[src/rtl/irq_pkg.sv]
package irq_pkg;

    localparam int NSRC = 8;

    localparam int BIT_TXA = 0;
    localparam int BIT_RXA = 1;
    localparam int BIT_BRA = 2;
    localparam int BIT_CT  = 3;
    localparam int BIT_TXB = 4;
    localparam int BIT_RXB = 5;
    localparam int BIT_BRB = 6;
    localparam int BIT_IPC = 7;

    typedef logic [NSRC-1:0] irq_vec_t;

    typedef enum logic {
        SRC_IDLE    = 1'b0,
        SRC_PENDING = 1'b1
    } src_state_t;

    typedef enum logic {
        LVL_LOW = 1'b0,
        LVL_MET = 1'b1
    } lvl_state_t;

endpackage

[src/rtl/irq_sticky_bit.sv]
module irq_sticky_bit
    import irq_pkg::*;
(
    input  logic clk,
    input  logic rst_n,
    input  logic set_i,
    input  logic clr_i,
    output logic flag_o
);

    src_state_t state_q, state_d;

    always_ff @(posedge clk or negedge rst_n) begin
        if (!rst_n) state_q <= SRC_IDLE;
        else        state_q <= state_d;
    end

    always_comb begin
        state_d = state_q;
        unique case (state_q)
            SRC_IDLE:    if (set_i)           state_d = SRC_PENDING;
            SRC_PENDING: if (clr_i && !set_i) state_d = SRC_IDLE;
            default:                          state_d = SRC_IDLE;
        endcase
    end

    always_comb begin
        flag_o = (state_q == SRC_PENDING);
    end

    // set event is never lost, even against a simultaneous clear
    assert_set_wins_R8: assert property (@(posedge clk) disable iff (!rst_n)
        set_i |=> flag_o);

    // a clear with no set always releases the bit
    assert_clear_R5: assert property (@(posedge clk) disable iff (!rst_n)
        (clr_i && !set_i) |=> !flag_o);

endmodule

[src/rtl/irq_level_src.sv]
module irq_level_src
    import irq_pkg::*;
#(
    parameter int W = 4
) (
    input  logic         clk,
    input  logic         rst_n,
    input  logic [W-1:0] count_i,
    input  logic [W-1:0] trig_i,
    output logic         ready_o
);

    lvl_state_t state_q, state_d;
    logic       meets;

    assign meets = (count_i >= trig_i);

    always_ff @(posedge clk or negedge rst_n) begin
        if (!rst_n) state_q <= LVL_LOW;
        else        state_q <= state_d;
    end

    always_comb begin
        state_d = state_q;
        unique case (state_q)
            LVL_LOW: if (meets)  state_d = LVL_MET;
            LVL_MET: if (!meets) state_d = LVL_LOW;
            default:             state_d = LVL_LOW;
        endcase
    end

    always_comb begin
        ready_o = (state_q == LVL_MET);
    end

    assert_level_track_R3: assert property (@(posedge clk) disable iff (!rst_n)
        rst_n |=> (ready_o == $past(count_i >= trig_i)));

endmodule

[src/rtl/irq_port_watch.sv]
module irq_port_watch
    import irq_pkg::*;
#(
    parameter int NPINS       = 4,
    parameter int SYNC_STAGES = 2
) (
    input  logic             clk,
    input  logic             rst_n,
    input  logic [NPINS-1:0] pins_i,
    input  logic [NPINS-1:0] en_i,
    input  logic             rd_i,
    output logic [NPINS-1:0] delta_o,
    output logic             chg_o
);

    localparam int LAST = SYNC_STAGES - 1;

    logic [NPINS-1:0] sync_q [SYNC_STAGES];
    logic [NPINS-1:0] prev_q;
    logic [NPINS-1:0] edge_w;

    always_ff @(posedge clk or negedge rst_n) begin
        if (!rst_n) sync_q[0] <= '0;
        else        sync_q[0] <= pins_i;
    end

    for (genvar s = 1; s < SYNC_STAGES; s++) begin : g_sync
        always_ff @(posedge clk or negedge rst_n) begin
            if (!rst_n) sync_q[s] <= '0;
            else        sync_q[s] <= sync_q[s-1];
        end
    end

    always_ff @(posedge clk or negedge rst_n) begin
        if (!rst_n) prev_q <= '0;
        else        prev_q <= sync_q[LAST];
    end

    assign edge_w = sync_q[LAST] ^ prev_q;

    for (genvar k = 0; k < NPINS; k++) begin : g_pin
        irq_sticky_bit u_delta (
            .clk    (clk),
            .rst_n  (rst_n),
            .set_i  (edge_w[k]),
            .clr_i  (rd_i),
            .flag_o (delta_o[k])
        );
    end

    irq_sticky_bit u_summary (
        .clk    (clk),
        .rst_n  (rst_n),
        .set_i  (|(edge_w & en_i)),
        .clr_i  (rd_i),
        .flag_o (chg_o)
    );

    // the summary bit never sets without a recorded enabled change
    assert_summary_has_delta_R7: assert property (@(posedge clk) disable iff (!rst_n)
        $rose(chg_o) |-> (|(delta_o & $past(en_i))));

    assert_read_clears_R7: assert property (@(posedge clk) disable iff (!rst_n)
        (rd_i && edge_w == '0) |=> (delta_o == '0 && !chg_o));

endmodule

[src/rtl/irq_status_agg.sv]
module irq_status_agg
    import irq_pkg::*;
#(
    parameter int         LVL_W       = 4,
    parameter int         NPINS       = 4,
    parameter int         SYNC_STAGES = 2,
    parameter logic [3:0] CLR_CODE    = 4'h5
) (
    input  logic             clk,
    input  logic             rst_n,
    input  logic             mask_we,
    input  logic [7:0]       mask_wdata,
    input  logic [LVL_W-1:0] tx_free_a,
    input  logic [LVL_W-1:0] tx_trig_a,
    input  logic [LVL_W-1:0] rx_fill_a,
    input  logic [LVL_W-1:0] rx_trig_a,
    input  logic [LVL_W-1:0] tx_free_b,
    input  logic [LVL_W-1:0] tx_trig_b,
    input  logic [LVL_W-1:0] rx_fill_b,
    input  logic [LVL_W-1:0] rx_trig_b,
    input  logic             brk_edge_a,
    input  logic             brk_edge_b,
    input  logic             cmd_we_a,
    input  logic [3:0]       cmd_a,
    input  logic             cmd_we_b,
    input  logic [3:0]       cmd_b,
    input  logic             ct_ready,
    input  logic             ct_stop,
    input  logic [NPINS-1:0] port_pins,
    input  logic [NPINS-1:0] port_chg_en,
    input  logic             port_chg_rd,
    output logic [NPINS-1:0] port_delta,
    output logic [7:0]       status_o,
    output logic [7:0]       mask_o,
    output logic             irq_n
);

    irq_vec_t status_w;
    irq_vec_t mask_q;
    logic     brk_clr_a, brk_clr_b;

    assign brk_clr_a = cmd_we_a && (cmd_a == CLR_CODE);
    assign brk_clr_b = cmd_we_b && (cmd_b == CLR_CODE);

    irq_level_src #(.W(LVL_W)) u_txa (
        .clk(clk), .rst_n(rst_n), .count_i(tx_free_a), .trig_i(tx_trig_a),
        .ready_o(status_w[BIT_TXA]));
    irq_level_src #(.W(LVL_W)) u_rxa (
        .clk(clk), .rst_n(rst_n), .count_i(rx_fill_a), .trig_i(rx_trig_a),
        .ready_o(status_w[BIT_RXA]));
    irq_level_src #(.W(LVL_W)) u_txb (
        .clk(clk), .rst_n(rst_n), .count_i(tx_free_b), .trig_i(tx_trig_b),
        .ready_o(status_w[BIT_TXB]));
    irq_level_src #(.W(LVL_W)) u_rxb (
        .clk(clk), .rst_n(rst_n), .count_i(rx_fill_b), .trig_i(rx_trig_b),
        .ready_o(status_w[BIT_RXB]));

    irq_sticky_bit u_bra (
        .clk(clk), .rst_n(rst_n), .set_i(brk_edge_a), .clr_i(brk_clr_a),
        .flag_o(status_w[BIT_BRA]));
    irq_sticky_bit u_brb (
        .clk(clk), .rst_n(rst_n), .set_i(brk_edge_b), .clr_i(brk_clr_b),
        .flag_o(status_w[BIT_BRB]));
    irq_sticky_bit u_ct (
        .clk(clk), .rst_n(rst_n), .set_i(ct_ready), .clr_i(ct_stop),
        .flag_o(status_w[BIT_CT]));

    irq_port_watch #(.NPINS(NPINS), .SYNC_STAGES(SYNC_STAGES)) u_port (
        .clk     (clk),
        .rst_n   (rst_n),
        .pins_i  (port_pins),
        .en_i    (port_chg_en),
        .rd_i    (port_chg_rd),
        .delta_o (port_delta),
        .chg_o   (status_w[BIT_IPC])
    );

    always_ff @(posedge clk or negedge rst_n) begin
        if (!rst_n)       mask_q <= '0;
        else if (mask_we) mask_q <= mask_wdata;
    end

    always_comb begin
        status_o = status_w;
        mask_o   = mask_q;
        irq_n    = ~|(status_w & mask_q);
    end

    assert_mask_load_R2: assert property (@(posedge clk) disable iff (!rst_n)
        mask_we |=> (mask_o == $past(mask_wdata)));

    assert_mask_hold_R2: assert property (@(posedge clk) disable iff (!rst_n)
        !mask_we |=> $stable(mask_o));

    assert_brk_other_code_R5: assert property (@(posedge clk) disable iff (!rst_n)
        (status_o[BIT_BRA] && !(cmd_we_a && cmd_a == CLR_CODE)) |=> status_o[BIT_BRA]);

    assert_ct_stop_R6: assert property (@(posedge clk) disable iff (!rst_n)
        (ct_stop && !ct_ready) |=> !status_o[BIT_CT]);

endmodule

[config.mk]
export PLATFORM = sky130hd
export DESIGN_NAME = irq_status_agg
export DESIGN_NICKNAME = d
export VERILOG_FILES = /design/src/rtl/irq_pkg.sv /design/src/rtl/irq_sticky_bit.sv /design/src/rtl/irq_level_src.sv /design/src/rtl/irq_port_watch.sv /design/src/rtl/irq_status_agg.sv
export SDC_FILE = /design/constraint.sdc
export NUM_CORES = 1
export LEC_CHECK = 0
export ABC_CLOCK_PERIOD_IN_PS = 1300
export BUFFER_PORTS_ARGS = -buffer_cell sky130_fd_sc_hd__buf_2
export CORE_ASPECT_RATIO = 0.9
export CORE_MARGIN = 1
export CORE_UTILIZATION = 44
export CTS_CLUSTER_DIAMETER = 60
export CTS_CLUSTER_SIZE = 20
export DETAILED_ROUTE_END_ITERATION = 7
export PLACE_DENSITY = 0.81
export SETUP_SLACK_MARGIN = 0.15
export SKIP_LAST_GASP = 1
export SYNTH_ARGS = -nofsm -noshare
export SYNTH_HDL_FRONTEND = slang
export SYNTH_SLANG_ARGS = --single-unit
[constraint.sdc]
create_clock -name clk -period 1.3 [get_ports clk]
set_input_delay 0.325 -clock clk [delete_from_list [all_inputs] [get_ports clk]]
set_output_delay 0.325 -clock clk [all_outputs]
set_load 0.1 [all_outputs]
==> metrics.csv <==
stage,metric,value,unit
status,status,"finished, violations left",
status,violations,negative setup slack,
synth,yosysMostFrequentCell,dfrtp_1,
detailed_routing,vias_per_cell,4.646,
synth,syn_avg_cell_area,11.00,sq um
placement,io_buffers,86,
sta,setup_ws,-0.4029,ns
placement,place_hpwl,2559,um
detailed_routing,routedWlPerCell,13.29,um
synth,synth_seq_cells,32,
global_route,busiest_layer,met2,
synth,synth_ff_type,dfrtp_1,
pwr,power_per_cell_area,1257,nW/um^2
finish,antenna_cells,0,
worst_setup_path,arrival,1.38,ns
floorplan,die-area,3791,sq um
sta,worst_slew_pin_slew,0.3863,ns
pwr,p_leak,1.404,nW
floorplan,initial_core_util,46.22,%
placement,place_inst,276,
clock_network,cts_tree,done,
sta,hold_viol_final,0,
flow_run,maxCapViolCount,0,
detailed_routing,drc,0,
worst_setup_path,critPathMaxStageDelay,0.49,ns
detailed_routing,via_count,1338,
synth,synth_top_area_cell,dfrtp_1,
clock_network,htree_levels,2,
finish,fill_cells,203,
clock_network,cts_hold_buf,0,
global_route,use_met1,21.04,%
sta,post-route-min-period,1.703,ns
placement,globalplace.congestion,0.6776,
clock_network,clock_sinks,32,
worst_setup_path,crit_chain,"a22oi_2, and4_4, buf_12",
finish,stdcell_count,288,
synth,synthArstFlopShare,100.0,%
worst_setup_path,required,0.98,ns
worst_setup_path,cp_max_fo,2,
pwr,max-vdd-ir-drop,0.6886,mV
synth,synth_edf_count,0,
synth,syn_area,1561,sq um
global_route,use_met2,42.71,%
floorplan,fp-row-count,20,
global_route,grt_use_total,20.73,%
synth,yosys_warnings,0,
min_path,hold_path.class,in2async,
sta,clock_skew,0.002204,ns
finish,fin_nets,325,
global_route,grt_max_degree,33,
global_route,grt_pass1_vias,1400,
synth,syn_nets,224,
detailed_routing,first_pass_iters,4,
clock_network,clkTransAtPathRegs,0.06,ns
floorplan,ios,87,
worst_setup_path,cp-end-kind,primary output,
floorplan,die_y,58.52,um
worst_setup_path,cp_top_family,flip-flops,
sta,slew_headroom,74.25,%
clock_network,numCtsBuffers,5,
sta,setup_violations,11,
clock_network,clk_latency,0.27,ns
clock_network,cts_buffer_depth,2,
detailed_routing,drt_wl_total,3827,um
detailed_routing,drtAntennaViolNets,0,
worst_setup_path,crit_buf_inv,1,
clock_network,root_buffer,clkbuf_8,
finish,drive_above_1_share,55.74,%
finish,final_util,78.33,%
global_route,overflow,0,
finish,area_growth,69.47,%
worst_setup_path,crit_slowest_cell,dfrtp_4,
sta,timing.final.crit_share,131.0,%
worst_setup_path,crit_path_start_kind,flop,
global_route,antenna_found_initial,0,
synth,synthDistinctLibCells,19,
sta,slew_viol_final,0,
synth,synthTopCellsByArea,"dfrtp_1 51%, ha_1 13%, inv_1 7.0%",
synth,synth_common_cells,"32 x dfrtp_1, 29 x inv_1, 16 x ha_1, 12 x buf_4",
sta,max_freq,0.5872,GHz
floorplan,core,3378,sq um
global_route,grt_pass1_wl,5844,um
worst_setup_path,path_class,reg2out,
global_route,grt_use_met3,3.876,%
detailed_routing,drt_iter0_drc,11,
sta,rsz0062_at_grt,true,
synth,synthCells,142,
floorplan,die_w,64.80,um
synth,ys_seq_area_share,51.28,%
synth,yosysTopAreaCellShare,51.28,%
power breakdown:
| group | total (mW) | switching (mW) | internal [mW] |
|---|---|---|---|
| combinational | 1.26 | 0.721 | 0.536 |
| clock | 0.908 | 0.340 | 0.568 |
| sequential | 1.16 | 0.0749 | 1.09 |
| total | 3.33 | 1.14 | 2.19 |
sequential cells by signal, summed over array words and instances, names as in the netlist, 4 cells and up:
register / cells
u_port.sync_q: 8
u_port.g_pin.u_delta.flag_o: 4
u_port.prev_q: 4
mask_o: 8
per-layer routing:
layer  wire [um]  share of wire (%)  vias to the layer above
li1            -                  -                      653
met1        1371                 36                      628
met3         182                4.8                        4
met5           0                  0                        -
met4          25               0.65                        0
met2        2248                 59                       53
kinds of logic after synthesis:
group | share of synthesized area [%]
multiplexers | 5.769
flip-flops | 51.28
adder cells (fa/ha/maj) | 12.82
AND/OR/NAND/NOR | 4.888
AO/OA/AOI/OAI | 9.936
buffers and inverters | 13.06
XOR/XNOR | 2.243
area by class of cell:
class	instances	area (sq um)	share of cell area, %
Multi-Input combinational cell	68	589.3	22.27
Tap cell	44	55.05	2.080
Timing Repair Buffer	107	967.2	36.55
Clock buffer	6	72.57	2.742
Sequential cell	32	818.3	30.92
Clock inverter	2	35.03	1.324
Inverter	29	108.9	4.113
path summary, 6_finish.rpt:
kind / from / to / slack, ns / cells past startpoint
worst max-delay path: mask_o[1]$_DFFE_PN0P_ / irq_n / -0.40 / 3
worst min-delay path: rst_n / u_port.g_pin[2].u_delta.flag_o$_DFF_PN0_ / 0.06 / 2
worst max register to register: u_port.u_summary.flag_o$_DFF_PN0_ / u_port.u_summary.flag_o$_DFF_PN0_ / 0.09 / 5
worst min register to register: u_port.sync_q[4]$_DFF_PN0_ / u_port.sync_q[0]$_DFF_PN0_ / 0.35 / 0
max in group asynchronous: rst_n / mask_o[2]$_DFFE_PN0P_ / 0.93 / 2
min in group clk: port_pins[2] / u_port.sync_q[6]$_DFF_PN0_ / 0.15 / 1
cell usage in the layout, fill, tap and decap left out, types with 2 or more instances in the layout:
| cell type | Yosys | routed |
|---|---|---|
| buf_6 | 0 | 17 |
| a21oi_1 | 4 | 4 |
| a21boi_0 | 4 | 4 |
| dfrtp_1 | 32 | 24 |
| xnor2_2 | 0 | 2 |
| a22oi_2 | 0 | 3 |
| nor2_1 | 8 | 8 |
| nor3b_1 | 2 | 2 |
| xnor2_1 | 4 | 2 |
| dfrtp_4 | 0 | 3 |
| o21ai_0 | 8 | 8 |
| inv_1 | 29 | 29 |
| a21o_1 | 3 | 3 |
| clkbuf_8 | 0 | 5 |
| nand3_1 | 2 | 2 |
| ha_1 | 16 | 16 |
| buf_4 | 12 | 4 |
| buf_2 | 1 | 65 |
| dfrtp_2 | 0 | 5 |
| mux2_2 | 8 | 8 |
| o22ai_1 | 2 | 2 |
| buf_12 | 0 | 21 |
per-stage QoR:
stage / setup slack (ns) / hold WS, ns / area, sq um / power, mW / setup TNS (ns)
6_report: -0.4029 / 0.05638 / 2646 / 3.327 / -0.8873
5_1_grt: -0.4278 / 0.09893 / 2646 / 3.444 / -1.124
3_5_place_dp: -0.1381 / 0.3358 / 2415 / 2.341 / -0.1381
3_3_place_gp: -0.1288 / 0.3317 / 2415 / 2.318 / -0.1288
2_1_floorplan: -0.2773 / 0.02941 / 1582 / 1.847 / -0.2773
4_1_cts: -0.3861 / 0.06121 / 2611 / 3.307 / -0.7223
what timing repair did:
item,in CTS,in global routing
cloned,0,0
setup buffers,1,3
gates resized for setup,19,3
pin swaps,1,0
endpoints found under the setup margin,22,22
(Power assumes the default switching activity.)
